<file path="config.mk">
export PLATFORM = sky130hd
export DESIGN_NAME = dds_tw_calc
export DESIGN_NICKNAME = d
export VERILOG_FILES = /design/src/rtl/dds_tw_pkg.sv /design/src/rtl/dds_tw_limb_sub.sv /design/src/rtl/dds_tw_div_step.sv /design/src/rtl/dds_tw_mul_step.sv /design/src/rtl/dds_tw_calc.sv
export SDC_FILE = /design/constraint.sdc
export NUM_CORES = 1
export LEC_CHECK = 0
export BUFFER_PORTS_ARGS = -buffer_cell sky130_fd_sc_hd__buf_2
export CAP_MARGIN = 20
export CELL_PAD_IN_SITES_DETAIL_PLACEMENT = 1
export CELL_PAD_IN_SITES_GLOBAL_PLACEMENT = 2
export CORE_MARGIN = 2
export CORE_UTILIZATION = 34
export CTS_CLUSTER_SIZE = 10
export DETAILED_ROUTE_END_ITERATION = 16
export MAX_ROUTING_LAYER = met4
export PLACE_DENSITY = 0.77
export REMOVE_ABC_BUFFERS = 1
export SKIP_CTS_REPAIR_TIMING = 1
export SYNTH_ARGS = -nofsm -noshare
export SYNTH_HDL_FRONTEND = slang
export SYNTH_SLANG_ARGS = --single-unit
</file>
<file path="constraint.sdc">
create_clock -name clk -period 8 [get_ports clk]
set_clock_uncertainty 0.1 [all_clocks]
set_input_delay 0 -clock clk [delete_from_list [all_inputs] [get_ports clk]]
set_output_delay 0 -clock clk [all_outputs]
set_load 0.01 [all_outputs]
</file>
<file path="src/rtl/dds_tw_pkg.sv">
package dds_tw_pkg;

    typedef enum logic [1:0] {
        ST_IDLE = 2'd0,
        ST_DIV  = 2'd1,
        ST_MUL  = 2'd2,
        ST_FIN  = 2'd3
    } tw_state_e;

    localparam logic MODE_DIV = 1'b0;
    localparam logic MODE_MUL = 1'b1;

endpackage

</file>
<file path="src/rtl/dds_tw_limb_sub.sv">
// Multi-limb subtractor: a - b with the borrow rippled limb to limb.
module dds_tw_limb_sub #(
    parameter int W      = 32,
    parameter int LIMB_W = 8
) (
    input  logic [W-1:0] a,
    input  logic [W-1:0] b,
    output logic [W-1:0] diff,
    output logic         borrow
);
    localparam int NL = (W + LIMB_W - 1) / LIMB_W;

    logic [NL:0] bc;

    assign bc[0] = 1'b0;

    for (genvar i = 0; i < NL; i++) begin : g_limb
        localparam int LO = i * LIMB_W;
        localparam int WI = ((W - LO) < LIMB_W) ? (W - LO) : LIMB_W;
        logic [WI:0] t;
        assign t = {1'b0, a[LO +: WI]} - {1'b0, b[LO +: WI]} - (WI+1)'(bc[i]);
        assign diff[LO +: WI] = t[WI-1:0];
        assign bc[i+1] = t[WI];
    end

    assign borrow = bc[NL];
endmodule

</file>
<file path="src/rtl/dds_tw_div_step.sv">
// One restoring division step: shift in a dividend bit, try the subtraction.
module dds_tw_div_step #(
    parameter int FCLK_W = 32,
    parameter int LIMB_W = 8
) (
    input  logic [FCLK_W-1:0] rem_in,
    input  logic              bit_in,
    input  logic [FCLK_W-1:0] divisor,
    output logic [FCLK_W-1:0] rem_out,
    output logic              qbit
);
    logic [FCLK_W:0]   shifted;
    logic [FCLK_W-1:0] diff;
    logic              borrow;

    assign shifted = {rem_in, bit_in};

    dds_tw_limb_sub #(
        .W      (FCLK_W),
        .LIMB_W (LIMB_W)
    ) u_sub (
        .a      (shifted[FCLK_W-1:0]),
        .b      (divisor),
        .diff   (diff),
        .borrow (borrow)
    );

    // A set top bit means the partial remainder already exceeds any divisor.
    assign qbit    = shifted[FCLK_W] | ~borrow;
    assign rem_out = qbit ? diff : shifted[FCLK_W-1:0];
endmodule

</file>
<file path="src/rtl/dds_tw_mul_step.sv">
// One LSB-first shift-and-add step; the dropped bit is the discarded fraction.
module dds_tw_mul_step #(
    parameter int K_W = 64
) (
    input  logic [K_W-1:0] acc_in,
    input  logic           bit_in,
    input  logic [K_W-1:0] mcand,
    output logic [K_W-1:0] acc_out
);
    logic [K_W:0] sum;

    assign sum     = {1'b0, acc_in} + (bit_in ? {1'b0, mcand} : '0);
    assign acc_out = K_W'(sum >> 1);
endmodule

</file>
<file path="src/rtl/dds_tw_calc.sv">
module dds_tw_calc
    import dds_tw_pkg::*;
#(
    parameter int FOUT_W  = 32,
    parameter int FCLK_W  = 32,
    parameter int SHIFT_W = 48,
    parameter int K_W     = 64,
    parameter int LIMB_W  = 8
) (
    input  logic               clk,
    input  logic               rst_n,
    input  logic               start,
    input  logic               mode,
    input  logic [FOUT_W-1:0]  fout_hz,
    input  logic [FCLK_W-1:0]  fref_hz,
    input  logic [K_W-1:0]     scale_k,
    output logic               busy,
    output logic               done,
    output logic [SHIFT_W-1:0] word,
    output logic               err_zero,
    output logic               err_range
);
    localparam int DIV_STEPS = FOUT_W + SHIFT_W;
    localparam int MUL_STEPS = FOUT_W;
    localparam int CNT_W     = $clog2(DIV_STEPS + 1);
    localparam int CMP_W     = (FOUT_W > FCLK_W) ? FOUT_W : FCLK_W;
    localparam logic [CNT_W-1:0] DIV_LAST = CNT_W'(DIV_STEPS - 1);
    localparam logic [CNT_W-1:0] MUL_LAST = CNT_W'(MUL_STEPS - 1);

    tw_state_e          state_q, state_d;
    logic [CNT_W-1:0]   cnt_q;
    logic [FOUT_W-1:0]  opa_q;
    logic [FCLK_W-1:0]  fref_q;
    logic [FCLK_W-1:0]  rem_q, rem_d;
    logic [K_W-1:0]     k_q, acc_q, acc_d;
    logic [SHIFT_W-1:0] word_q;
    logic               ez_q, er_q;
    logic               qbit;
    logic               accept, ref_zero, fout_big, bad_div;
    logic               div_last, mul_last;

    assign accept   = (state_q == ST_IDLE) && start;
    assign ref_zero = (fref_hz == '0);
    assign fout_big = (CMP_W'(fout_hz) >= CMP_W'(fref_hz));
    assign bad_div  = ref_zero | fout_big;
    assign div_last = (cnt_q == DIV_LAST);
    assign mul_last = (cnt_q == MUL_LAST);

    dds_tw_div_step #(
        .FCLK_W (FCLK_W),
        .LIMB_W (LIMB_W)
    ) u_div (
        .rem_in  (rem_q),
        .bit_in  (opa_q[FOUT_W-1]),
        .divisor (fref_q),
        .rem_out (rem_d),
        .qbit    (qbit)
    );

    dds_tw_mul_step #(
        .K_W (K_W)
    ) u_mul (
        .acc_in  (acc_q),
        .bit_in  (opa_q[0]),
        .mcand   (k_q),
        .acc_out (acc_d)
    );

    // Next-state logic
    always_comb begin
        state_d = state_q;
        unique case (state_q)
            ST_IDLE: begin
                if (accept) begin
                    if (mode == MODE_MUL) state_d = ST_MUL;
                    else if (bad_div)     state_d = ST_FIN;
                    else                  state_d = ST_DIV;
                end
            end
            ST_DIV:  if (div_last) state_d = ST_FIN;
            ST_MUL:  if (mul_last) state_d = ST_FIN;
            ST_FIN:  state_d = ST_IDLE;
            default: state_d = ST_IDLE;
        endcase
    end

    // State register
    always_ff @(posedge clk or negedge rst_n) begin
        if (!rst_n) state_q <= ST_IDLE;
        else        state_q <= state_d;
    end

    // Handshake outputs
    always_comb begin
        unique case (state_q)
            ST_IDLE: begin busy = 1'b0; done = 1'b0; end
            ST_DIV:  begin busy = 1'b1; done = 1'b0; end
            ST_MUL:  begin busy = 1'b1; done = 1'b0; end
            ST_FIN:  begin busy = 1'b1; done = 1'b1; end
            default: begin busy = 1'b0; done = 1'b0; end
        endcase
    end

    // Datapath
    always_ff @(posedge clk or negedge rst_n) begin
        if (!rst_n) begin
            cnt_q  <= '0;
            opa_q  <= '0;
            fref_q <= '0;
            rem_q  <= '0;
            k_q    <= '0;
            acc_q  <= '0;
            word_q <= '0;
            ez_q   <= 1'b0;
            er_q   <= 1'b0;
        end else if (accept) begin
            cnt_q  <= '0;
            opa_q  <= fout_hz;
            fref_q <= fref_hz;
            rem_q  <= '0;
            k_q    <= scale_k;
            acc_q  <= '0;
            ez_q   <= 1'b0;
            er_q   <= 1'b0;
            if (mode == MODE_DIV) begin
                if (ref_zero) begin
                    ez_q   <= 1'b1;
                    word_q <= '1;
                end else if (fout_big) begin
                    er_q   <= 1'b1;
                    word_q <= '1;
                end
            end
        end else begin
            unique case (state_q)
                ST_DIV: begin
                    cnt_q  <= cnt_q + 1'b1;
                    rem_q  <= rem_d;
                    opa_q  <= opa_q << 1;
                    word_q <= {word_q[SHIFT_W-2:0], qbit};
                end
                ST_MUL: begin
                    cnt_q <= cnt_q + 1'b1;
                    acc_q <= acc_d;
                    opa_q <= opa_q >> 1;
                    if (mul_last) begin
                        if (|acc_d[K_W-1:SHIFT_W]) begin
                            er_q   <= 1'b1;
                            word_q <= '1;
                        end else begin
                            word_q <= acc_d[SHIFT_W-1:0];
                        end
                    end
                end
                default: ;
            endcase
        end
    end

    assign word      = word_q;
    assign err_zero  = ez_q;
    assign err_range = er_q;
endmodule

</file>
[Yosys cells after proc, flatten, opt, wreduce, memory -nomap -nowiden]
Index checks and enable logic that the tools add are counted.
W data, S select, Z words.
Word-level totals
  bits in registers: 283
  word-level logic and storage cells: 84
  bits of input ports: 132
  output and inout bits: 52
Cells by class
  bitwise operators: 3
  reduce and logical (&&, ||, !) cells: 16
  equality and inequality tests: 11
  add/sub/neg operators: 9
  magnitude comparators: 1
  muxes and demuxes: 34
Operator list (number)
  $mux W48: 6
  $mux W64: 3
  $mux W32: 4
  $pmux W48 S2: 1
  $add A64 B65 Y65: 1
  $pmux W32 S2: 1
  $sub A8 B8 Y9: 4
  $ge A32 B32 Y1: 1
  $logic_not A32 Y1: 1
  $sub A9 B1 Y9: 3
  $reduce_or A16 Y1: 1
  $mux W7: 2
  $mux W2: 5
  $reduce_bool A2 Y1: 5
  $mux W1: 9
  $ne A2 B2 Y1 const B: 4
  $pmux W2 S4: 1
  $add A7 B1 Y7 const B: 1
  $eq A7 B5 Y1 const B: 1
  $eq A7 B7 Y1 const B: 1
  $reduce_and A3 Y1: 2
  $reduce_or A3 Y1: 2
  $eq A2 B2 Y1 const B: 2
  $pmux W1 S2: 2
  other kinds (10): 11

[Longest topological paths before layout]
Gate-level depths: netlist of the first run.
  word-level depth: 9
  gate-level depth with buffers: 47
  depth with buffers taken out: 46

[Modules after synthesis]
From an unflattened synthesis of the first run, not the netlist that was laid out.
Second synthesis, totals
  cells, all modules: 2281
  area total of the unflattened synthesis: 20007.9 um2
By module, submodules not included
  dds_tw_calc: area each 13282.7 um2, times used 1, cells each 1353, seq. area each 7081.8 um2
  dds_tw_mul_step: area each 4282.9 um2, times used 1, cells each 636, seq. area each 0.0 um2
  dds_tw_limb_sub: area each 1884.3 um2, times used 1, cells each 254, seq. area each 0.0 um2
  dds_tw_div_step: area each 558.0 um2, times used 1, cells each 38, seq. area each 0.0 um2

[Worst setup path after synthesis of the first run]
No wires, ideal clock.
  kind: flip-flop to flip-flop
  from: register opa_q[31]
  to: register rem_q[19]
  buffers on the path: 1
  setup time: 0.094 ns
  setup slack: -0.294 ns
  required time: 7.806 ns
  data arrival time: 8.100 ns
  period minus slack after synthesis: 8.294 ns
  cell stages (with the launch flop): 48
  cells stage by stage: dfrtp_1 > inv_1 > ha_1 > fa_1 > nor2b_1 > o21ai_0 > nand2b_1 > a21o_1 > a21o_1 > a21o_1 > a21o_1 > fa_1 > inv_1 > ha_1 > nor2_1 > fa_1 > nand2_1 > a21oi_1 > [... 12 more ...] > nand2b_1 > a21o_1 > a21oi_1 > xor2_1 > fa_1 > inv_1 > fa_1 > nand2b_1 > a21oi_1 > o21bai_1 > a21oi_1 > o21bai_1 > a21oi_1 > xnor2_1 > nor2_1 > clkbuf_1 > a21oi_1 > a211oi_1
Between the ends
  cells in the longest elaborated chain, start to end: 9
RTL lines
  start: declaration: RTL line dds_tw_calc.sv:32  | logic [FOUT_W-1:0] opa_q;
  start signal: assignment: RTL line dds_tw_calc.sv:118  | opa_q <= fout_hz;
  start signal: assignment: RTL line dds_tw_calc.sv:139  | opa_q <= opa_q << 1;
  start signal: assignment: RTL line dds_tw_calc.sv:145  | opa_q <= opa_q >> 1;
  $sub A8 B8 Y9 *: RTL line dds_tw_limb_sub.sv:21  | assign t = {1'b0, a[LO +: WI]} - {1'b0, b[LO +: WI]} - (WI+1)'(bc[i]);
  $sub A9 B1 Y9 * (2 in series): RTL line dds_tw_limb_sub.sv:21
  $sub A9 B1 Y9: RTL line dds_tw_limb_sub.sv:21
  $not A1 Y1: RTL line dds_tw_div_step.sv:29  | assign qbit = shifted[FCLK_W] | ~borrow;
  $or A1 B1 Y1: RTL line dds_tw_div_step.sv:29
  $mux W32 *: RTL line dds_tw_div_step.sv:30  | assign rem_out = qbit ? diff : shifted[FCLK_W-1:0];
  $mux W32 *: RTL line dds_tw_calc.sv:135  | unique case (state_q)
  $mux W32 *: RTL line dds_tw_calc.sv:116  | end else if (accept) begin
  end signal: assignment: RTL line dds_tw_calc.sv:138  | rem_q <= rem_d;
  end: declaration: RTL line dds_tw_calc.sv:34  | logic [FCLK_W-1:0] rem_q, rem_d;
Every way passes the cells marked *; elsewhere a longest branch is shown, timed or not. The select of a mux whose other input is x is not followed.
A chain may end at the register's enable or synchronous reset.

[Worst setup path in the final report of the first run]
  from: register opa_q[31]
  to: register rem_q[0]
Between the ends
  cells in the longest elaborated chain, start to end: 9
RTL lines (RTL line)
  $sub A8 B8 Y9: dds_tw_limb_sub.sv:21
  $sub A9 B1 Y9 (3 in series): dds_tw_limb_sub.sv:21
  $not A1 Y1: dds_tw_div_step.sv:29
  $or A1 B1 Y1: dds_tw_div_step.sv:29
  $mux W32 *: dds_tw_div_step.sv:30
  $mux W32 *: dds_tw_calc.sv:135
  $mux W32 *: dds_tw_calc.sv:116
Marks and branches as above.

==> impl_summary.txt, run 1 <==
----------------------------------------------------
[Floorplan]
  Horiz. Die Dim ... 249 µm
  Starting utilization of the core area ... 0.346
  Die ar. ... 62200 µm²
  Top-level I/O count ... 184
  Core region area ... 59200 µm²
  Cell row count ... 89
  DIE HEIGHT ... 249 µm

[Pwr]
  Power density over the cells ... 438 nW/µm²
  Sequential power share ... 0.231
  Overall power of the completed layout ... 10.9 mW
  Leakage dissipation ... 11.2 nW
  Net switching power ... 5.02 mW
  Part of the total power dissipated in the clock network ... 0.158
  Fraction of power spent switching nets ... 0.462
  Worst supply voltage drop on vdd ... 0.274 mV
  P_int ... 5.85 mW
  Combinational cell fraction of total power ... 0.612

[Run status]
  Result of the run ... complete, but fails checks
  Violated checks ... negative setup slack

[Setup path]
  Length in cells of the worst reg-to-reg path ... 47
  Path length in cells of the critical path ... 47
  Endpoint required time on the critical path ... 8.32 ns
  Reg2reg end ... rem_q[0]
  Buf/Inv on CP ... 5
  Largest fanout of any net on the critical path ... 8
  Worst Setup EP ... rem_q[0]
  Class of the most critical setup path ... reg -> reg
  Worst endpoint data arrival time ... 8.72 ns
  Worst reg-to-reg setup slack ... -0.40 ns
  Startpoint types ... register
  Crit. End Element ... register
  Worst r2r src ... opa_q[31]
  Launching instance or port of the critical path ... opa_q[31]
  Slowest CP cell ... sky130_fd_sc_hd__fa_1
  Top cell family by delay on the critical path ... compound AO/OA/AOI/OAI gates
  Critical Path Max Stage Delay ... 0.59 ns

[Yosys]
  Sequential-to-total area share from yosys stat ... 0.346
  Post-synth EDFFs ... 0
  Number of distinct library cells after synthesis ... 92
  Synthesized-area fraction occupied by ao, oa, aoi and oai cells ... 0.225
  Seq cells post-synth ... 283
  Number of warnings issued by yosys ... 0
  Async set or reset register ratio after synthesis ... 1.00
  Synth Flop Type ... sky130_fd_sc_hd__dfrtp_1
  Number of instances in the synthesized netlist ... 2426
  Syn Std Cell Area ... 20500 µm²
  XOR/XNOR share of the synthesized area ... 0.0351
  Area share of fa/ha/maj cells after synthesis ... 0.100
  Largest family of logic cells by synthesized area ... compound AO/OA/AOI/OAI gates
  Post-synthesis mux area share ... 0.0108
  Synthesized area per cell ... 8.44 µm²
  Area fraction in and, or, nand and nor cells after synthesis ... 0.210

[Final layout]
  Proportion of layout cells with a drive suffix above 1 ... 0.160
  Layout Utilization ... 0.419
  Number of non-filler instances in the completed layout ... 3496
  Synth-to-Final Area Change ... 21.2%
  Net total in the final layout ... 2984

[Routing]
  1st-iter DRT viols ... 923
  Number of vias per cell after detailed routing ... 5.53
  DR DRC count ... 0
  Overall routed net length ... 74.5 mm
  Antenna Nets Post-Route ... 0
  Via count ... 19342
  Number of optimization iterations in the first detailed-route pass ... 5
  Wire length per cell after detailed routing ... 21.3 µm

[Clocking]
  Total number of clock tree sinks ... 283
  Clock transition at the registers of the reported paths ... 0.06 ns
  Maximum number of buffers from clock root to sink ... 3
  Number of buffers inserted during clock tree synthesis ... 39
  Number of H-tree branching levels ... 2
  Clock tree from TritonCTS ... yes
  Worst skew pair latency ... 0.58 ns
  Clock root buffer master ... sky130_fd_sc_hd__clkbuf_16

[Min path]
  Class of the tightest hold or removal check ... in -> async

[Timing]
  Setup repair after global routing missed its margin ... yes
  Final Cycle Share ... 1.05
  Summed negative setup slack over all endpoints ... -9.53 ns
  Final worst slack ... -0.402 ns
  Max Clock Freq ... 119 MHz
  Clock period minus final worst setup slack ... 8.40 ns
  Slew Limit Fails ... 0
  Setup-violating endpoint count in the final report ... 33
  Normalized max-slew margin ... 0.288
  Worst Max-Slew Pin Slew ... 1.06 ns
  Final hold violation count ... 0

[Global routing]
  Largest net degree at the start of global routing ... 172
  GRT Residual Overflow ... 0
  First-pass GRT wire length ... 113 mm
  Initial antenna violation count ... 5
  GRT busiest layer ... met2
  Number of global-route vias before repair ... 19892
  Met2 global-route usage ... 0.385
  Routing usage on met3 ... 0.0280
  Met1 usage in global routing ... 0.306
  GRT Total Usage ... 0.235

[Placement]
  Number of input and output port buffers inserted ... 183
  Detailed-placement wirelength estimate ... 53.3 mm
  Setup slack after placement ... -0.882 ns
  Number of placed cells counting well taps ... 3280
  Final weighted congestion in routability-driven placement ... 0.938

[Job]
  Number of max-cap violations ... 0

----------------------------------------------------
## per-stage QoR
stage	hold WS, ns	instance area, µm²
6_report	0.0125	24800
5_1_grt	0.0278	24800
4_1_cts	-0.685	23100
3_5_place_dp	-0.0909	21800
3_3_place_gp	-0.0980	21800
2_1_floorplan	-0.396	19500
## layout make-up
cell class                 instances  area [µm²]
sequential                       283        7080
clock buffer                      59        1130
fill                            6967       34400
tap                              773         967
clock inverter                     9        97.6
inverter                         135         507
multi-input combinational       1856       12100
antenna                            3        7.51
timing repair buffer             378        2890
## cells in the mapped netlist (all sizes together), types with 33 or more instances
cell / number / share of area
xnor2: 49 / 0.021
o32ai: 46 / 0.020
ha: 151 / 0.092
o21a: 34 / 0.012
a21oi: 233 / 0.066
nand2: 414 / 0.076
buf: 42 / 0.015
dfrtp: 283 / 0.35
nor2: 174 / 0.032
clkbuf: 110 / 0.034
xor2: 33 / 0.014
nand4: 48 / 0.015
and3: 35 / 0.011
a21o: 45 / 0.017
inv: 135 / 0.025
o21ai: 156 / 0.038
and2: 98 / 0.030
## worst reg2reg max path, delay by kind of cell, from the launching register on
kind	cells	cell delay (ns)
AO/OA/AOI/OAI	21	2.95
flip-flops	1	0.39
adder cells (fa/ha/maj)	9	2.71
buffers and inverters	5	0.53
AND/OR/NAND/NOR	9	0.84
XOR/XNOR	3	0.69
## registers in the layout, indices dropped and copies added (netlist names)
name	cells
acc_q	64
k_q	64
word	48
fref_q	32
opa_q	32
rem_q	32
cnt_q	7
state_q	2
err_range	1
err_zero	1
## worst min-delay path by stage
stage	cells past startpoint	endpoint	slack, ns	startpoint
floorplan	0	acc_q[0]	-0.40	rst_n
global placement	1	word[8]	-0.1	rst_n
detailed placement	1	word[8]	-0.09	rst_n
CTS	1	acc_q[39]	-0.68	rst_n
global route	3	word[6]	0.03	rst_n
finish	3	word[6]	0.01	rst_n
## power groups by stage
stage / sequential [mW] / combinational, mW / clock [mW]
3_3_place_gp: 2.49 / 5.79 / 0
4_1_cts: 2.51 / 6.01 / 1.76
3_5_place_dp: 2.52 / 5.98 / 0
5_1_grt: 2.58 / 7.37 / 1.81
2_1_floorplan: 2.39 / 4.00 / 0
6_report: 2.50 / 6.65 / 1.71
## cell families after synthesis
kind of cell | after synthesis
adder cells (fa/ha/maj) | 159
AO/OA/AOI/OAI | 681
XOR/XNOR | 82
AND/OR/NAND/NOR | 912
multiplexers | 22
buffers and inverters | 287
flip-flops | 283
## routing by layer
| metal | up-vias | routed length [µm] |
|---|---|---|
| met5 | - | 0 |
| met4 | 0 | 1990 |
| met3 | 123 | 2670 |
| met2 | 385 | 35600 |
| met1 | 9755 | 34300 |
| li1 | 9079 | - |
## layout by cell type (no fill, tap or decap), types with 8 or more instances in the layout
cell type / netlist / layout
sky130_fd_sc_hd__nand2_1: 414 / 403
sky130_fd_sc_hd__dfrtp_1: 283 / 282
sky130_fd_sc_hd__buf_2: 4 / 182
sky130_fd_sc_hd__a21oi_1: 188 / 181
sky130_fd_sc_hd__nor2_1: 173 / 171
sky130_fd_sc_hd__ha_1: 151 / 146
sky130_fd_sc_hd__dlygate4sd3_1: 0 / 135
sky130_fd_sc_hd__o21ai_0: 137 / 131
sky130_fd_sc_hd__inv_1: 135 / 130
sky130_fd_sc_hd__and2_1: 95 / 93
sky130_fd_sc_hd__a21oi_2: 44 / 50
sky130_fd_sc_hd__nand4_1: 48 / 48
sky130_fd_sc_hd__xnor2_1: 49 / 48
sky130_fd_sc_hd__buf_4: 10 / 47
sky130_fd_sc_hd__o32ai_1: 46 / 46
sky130_fd_sc_hd__a21o_1: 42 / 42
sky130_fd_sc_hd__clkbuf_16: 0 / 41
sky130_fd_sc_hd__o21a_1: 34 / 34
sky130_fd_sc_hd__and3_1: 33 / 33
sky130_fd_sc_hd__xor2_1: 33 / 32
sky130_fd_sc_hd__nand3_1: 25 / 25
sky130_fd_sc_hd__o21ai_1: 18 / 24
sky130_fd_sc_hd__nor3_1: 25 / 24
sky130_fd_sc_hd__a221o_1: 24 / 24
sky130_fd_sc_hd__mux2i_1: 22 / 22
sky130_fd_sc_hd__nor2b_1: 21 / 21
sky130_fd_sc_hd__a211oi_1: 17 / 17
sky130_fd_sc_hd__a311oi_1: 20 / 17
sky130_fd_sc_hd__o211ai_1: 15 / 15
sky130_fd_sc_hd__nor4_1: 15 / 14
sky130_fd_sc_hd__clkbuf_1: 81 / 12
sky130_fd_sc_hd__nand2b_1: 14 / 11
sky130_fd_sc_hd__o21bai_1: 11 / 11
sky130_fd_sc_hd__and4_1: 11 / 11
sky130_fd_sc_hd__a31oi_1: 9 / 9
sky130_fd_sc_hd__o31ai_1: 9 / 9
sky130_fd_sc_hd__clkbuf_8: 29 / 8
Power figures use the tool's default switching activity.
==> run 2: changes to the inputs <==
RECOVER_POWER = 25   (was default)
==> run 2 against run 1 <==
  * The flow finishes with violations (max-capacitance violations, max-slew violations, negative setup slack)
  * Worst hold slack improved by 0.060 ns
  * Global-route usage unchanged
  * Clock-buffer cell count unchanged
  * Critical path depth unchanged
  * Register-to-register slack about the same
  * Maximum frequency about the same
  * Flip-flop and latch count unchanged
==> impl_summary.txt, run 2 (synthesized netlist as in run 1, its figures left out) <==
----------------------------------------------------
[Run status]
  Result of the run ... complete, but fails checks
  Violated checks ... max-capacitance violations, max-slew violations, negative setup slack

[Global routing]
  GRT Total Usage ... 0.235
  Number of global-route vias before repair ... 19892
  First-pass GRT wire length ... 113 mm
  Initial antenna violation count ... 5
  GRT Residual Overflow ... 0
  Largest net degree at the start of global routing ... 172

[Routing]
  Antenna Nets Post-Route ... 0
  1st-iter DRT viols ... 957
  Overall routed net length ... 74.4 mm
  Via count ... 19280
  Wire length per cell after detailed routing ... 21.3 µm
  Number of optimization iterations in the first detailed-route pass ... 4
  Number of vias per cell after detailed routing ... 5.51
  DR DRC count ... 0

[Timing]
  Slew Limit Fails ... 220
  Final hold violation count ... 0
  Setup repair after global routing missed its margin ... yes
  Final worst slack ... -0.409 ns
  Max Clock Freq ... 119 MHz
  Clock period minus final worst setup slack ... 8.41 ns
  Normalized max-slew margin ... -1.70
  Setup-violating endpoint count in the final report ... 33
  Final Cycle Share ... 1.05
  Summed negative setup slack over all endpoints ... -9.91 ns
  Worst Max-Slew Pin Slew ... 4.05 ns

[Clocking]
  Worst skew pair latency ... 0.58 ns
  Total number of clock tree sinks ... 283
  Clock root buffer master ... sky130_fd_sc_hd__clkbuf_16
  Clock tree from TritonCTS ... yes
  Clock transition at the registers of the reported paths ... 0.06 ns
  Maximum number of buffers from clock root to sink ... 3
  Number of H-tree branching levels ... 2
  Number of buffers inserted during clock tree synthesis ... 39

[Final layout]
  Net total in the final layout ... 2984
  Multi-input gate area in the final layout ... 12100 µm²
  Proportion of layout cells with a drive suffix above 1 ... 0.159
  Most used cells in the layout excluding fill and tap cells ... 403 x sky130_fd_sc_hd__nand2_1, 282 x sky130_fd_sc_hd__dfrtp_1, 182 x sky130_fd_sc_hd__buf_2, 181 x sky130_fd_sc_hd__a21oi_1, 171 x sky130_fd_sc_hd__nor2_1
  Layout Utilization ... 0.418
  Design area ... 24800 µm²
  Area taken by flip-flops and latches ... 7080 µm²
  Synth-to-Final Area Change ... 21.0%
  Most common cell after layout, fill and taps aside ... sky130_fd_sc_hd__nand2_1
  Number of non-filler instances in the completed layout ... 3496
  FILL cells ... 6973

[Pwr]
  Worst supply voltage drop on vdd ... 0.272 mV
  Leakage dissipation ... 11.1 nW
  Power density over the cells ... 438 nW/µm²

[Setup path]
  Worst r2r src ... opa_q[31]
  Worst endpoint data arrival time ... 8.72 ns
  Crit. End Element ... register
  Critical Path Max Stage Delay ... 0.59 ns
  Startpoint types ... register
  Largest fanout of any net on the critical path ... 8
  Endpoint required time on the critical path ... 8.31 ns
  Slowest CP cell ... sky130_fd_sc_hd__fa_1
  Launching instance or port of the critical path ... opa_q[31]
  Class of the most critical setup path ... reg -> reg

[Placement]
  Area post-placement ... 21800 µm²
  Number of input and output port buffers inserted ... 183
  Detailed-placement wirelength estimate ... 53.3 mm
  Final weighted congestion in routability-driven placement ... 0.938
  Number of placed cells counting well taps ... 3280

[Floorplan]
  Starting utilization of the core area ... 0.346
  Top-level I/O count ... 184
  DIE HEIGHT ... 249 µm
  Die ar. ... 62200 µm²
  Horiz. Die Dim ... 249 µm
  Cell row count ... 89
  Core region area ... 59200 µm²

[Job]
  Number of max-cap violations ... 2

[Min path]
  Worst min-delay path startpoint ... scale_k[1]
  Class of the tightest hold or removal check ... in -> reg

----------------------------------------------------
## run 2: routing by layer
| metal | track usage | vias to the layer above | wire length [µm] |
|---|---|---|---|
| met5 | - | - | 0 |
| met4 | 0.0630 | 0 | 1920 |
| met3 | 0.0280 | 119 | 2530 |
| met2 | 0.385 | 357 | 35700 |
| met1 | 0.306 | 9733 | 34200 |
| li1 | - | 9071 | - |
## run 2: report_power, final
group	leakage (nW)	internal (mW)	switching, mW
Clock	0.597	1.01	0.700
Combinational	7.11	2.81	3.83
Sequential	3.44	2.03	0.474
Total	11.1	5.85	5.00
## run 2: worst max-delay path, delay by kind of cell (launching register included)
family                   cells  cell delay (ns)
AO/OA/AOI/OAI               21             2.94
XOR/XNOR                     3             0.69
adder cells (fa/ha/maj)      9             2.71
buffers and inverters        5             0.53
flip-flops                   1             0.40
AND/OR/NAND/NOR              9             0.85
## run 2: worst paths after layout
kind	to	slack, ns	cells past startpoint
max	rem_q[0]	-0.41	47
min reg2reg	k_q[16]	0.37	2
min in group asynchronous	acc_q[56]	0.65	3
max in group asynchronous	opa_q[0]	3.23	3
min	k_q[1]	0.07	4
max reg2reg	rem_q[0]	-0.41	47
## run 2: final cells by class
class / instances / share of cell area
multi-input combinational: 1856 / 0.490
sequential: 283 / 0.286
timing repair buffer: 378 / 0.115
clock buffer: 59 / 0.0457
tap: 773 / 0.0390
inverter: 135 / 0.0205
clock inverter: 9 / 0.00394
antenna: 3 / 0.000303
## run 2: stage by stage
stage | total power, mW | hold WS [ns] | setup slack [ns]
global placement | 8.29 | -0.0980 | -0.613
CTS | 10.3 | -0.685 | -0.925
detailed placement | 8.50 | -0.0909 | -0.882
global route | 11.8 | 0.0808 | -0.952
finish | 10.9 | 0.0725 | -0.409
floorplan | 6.40 | -0.396 | -0.905
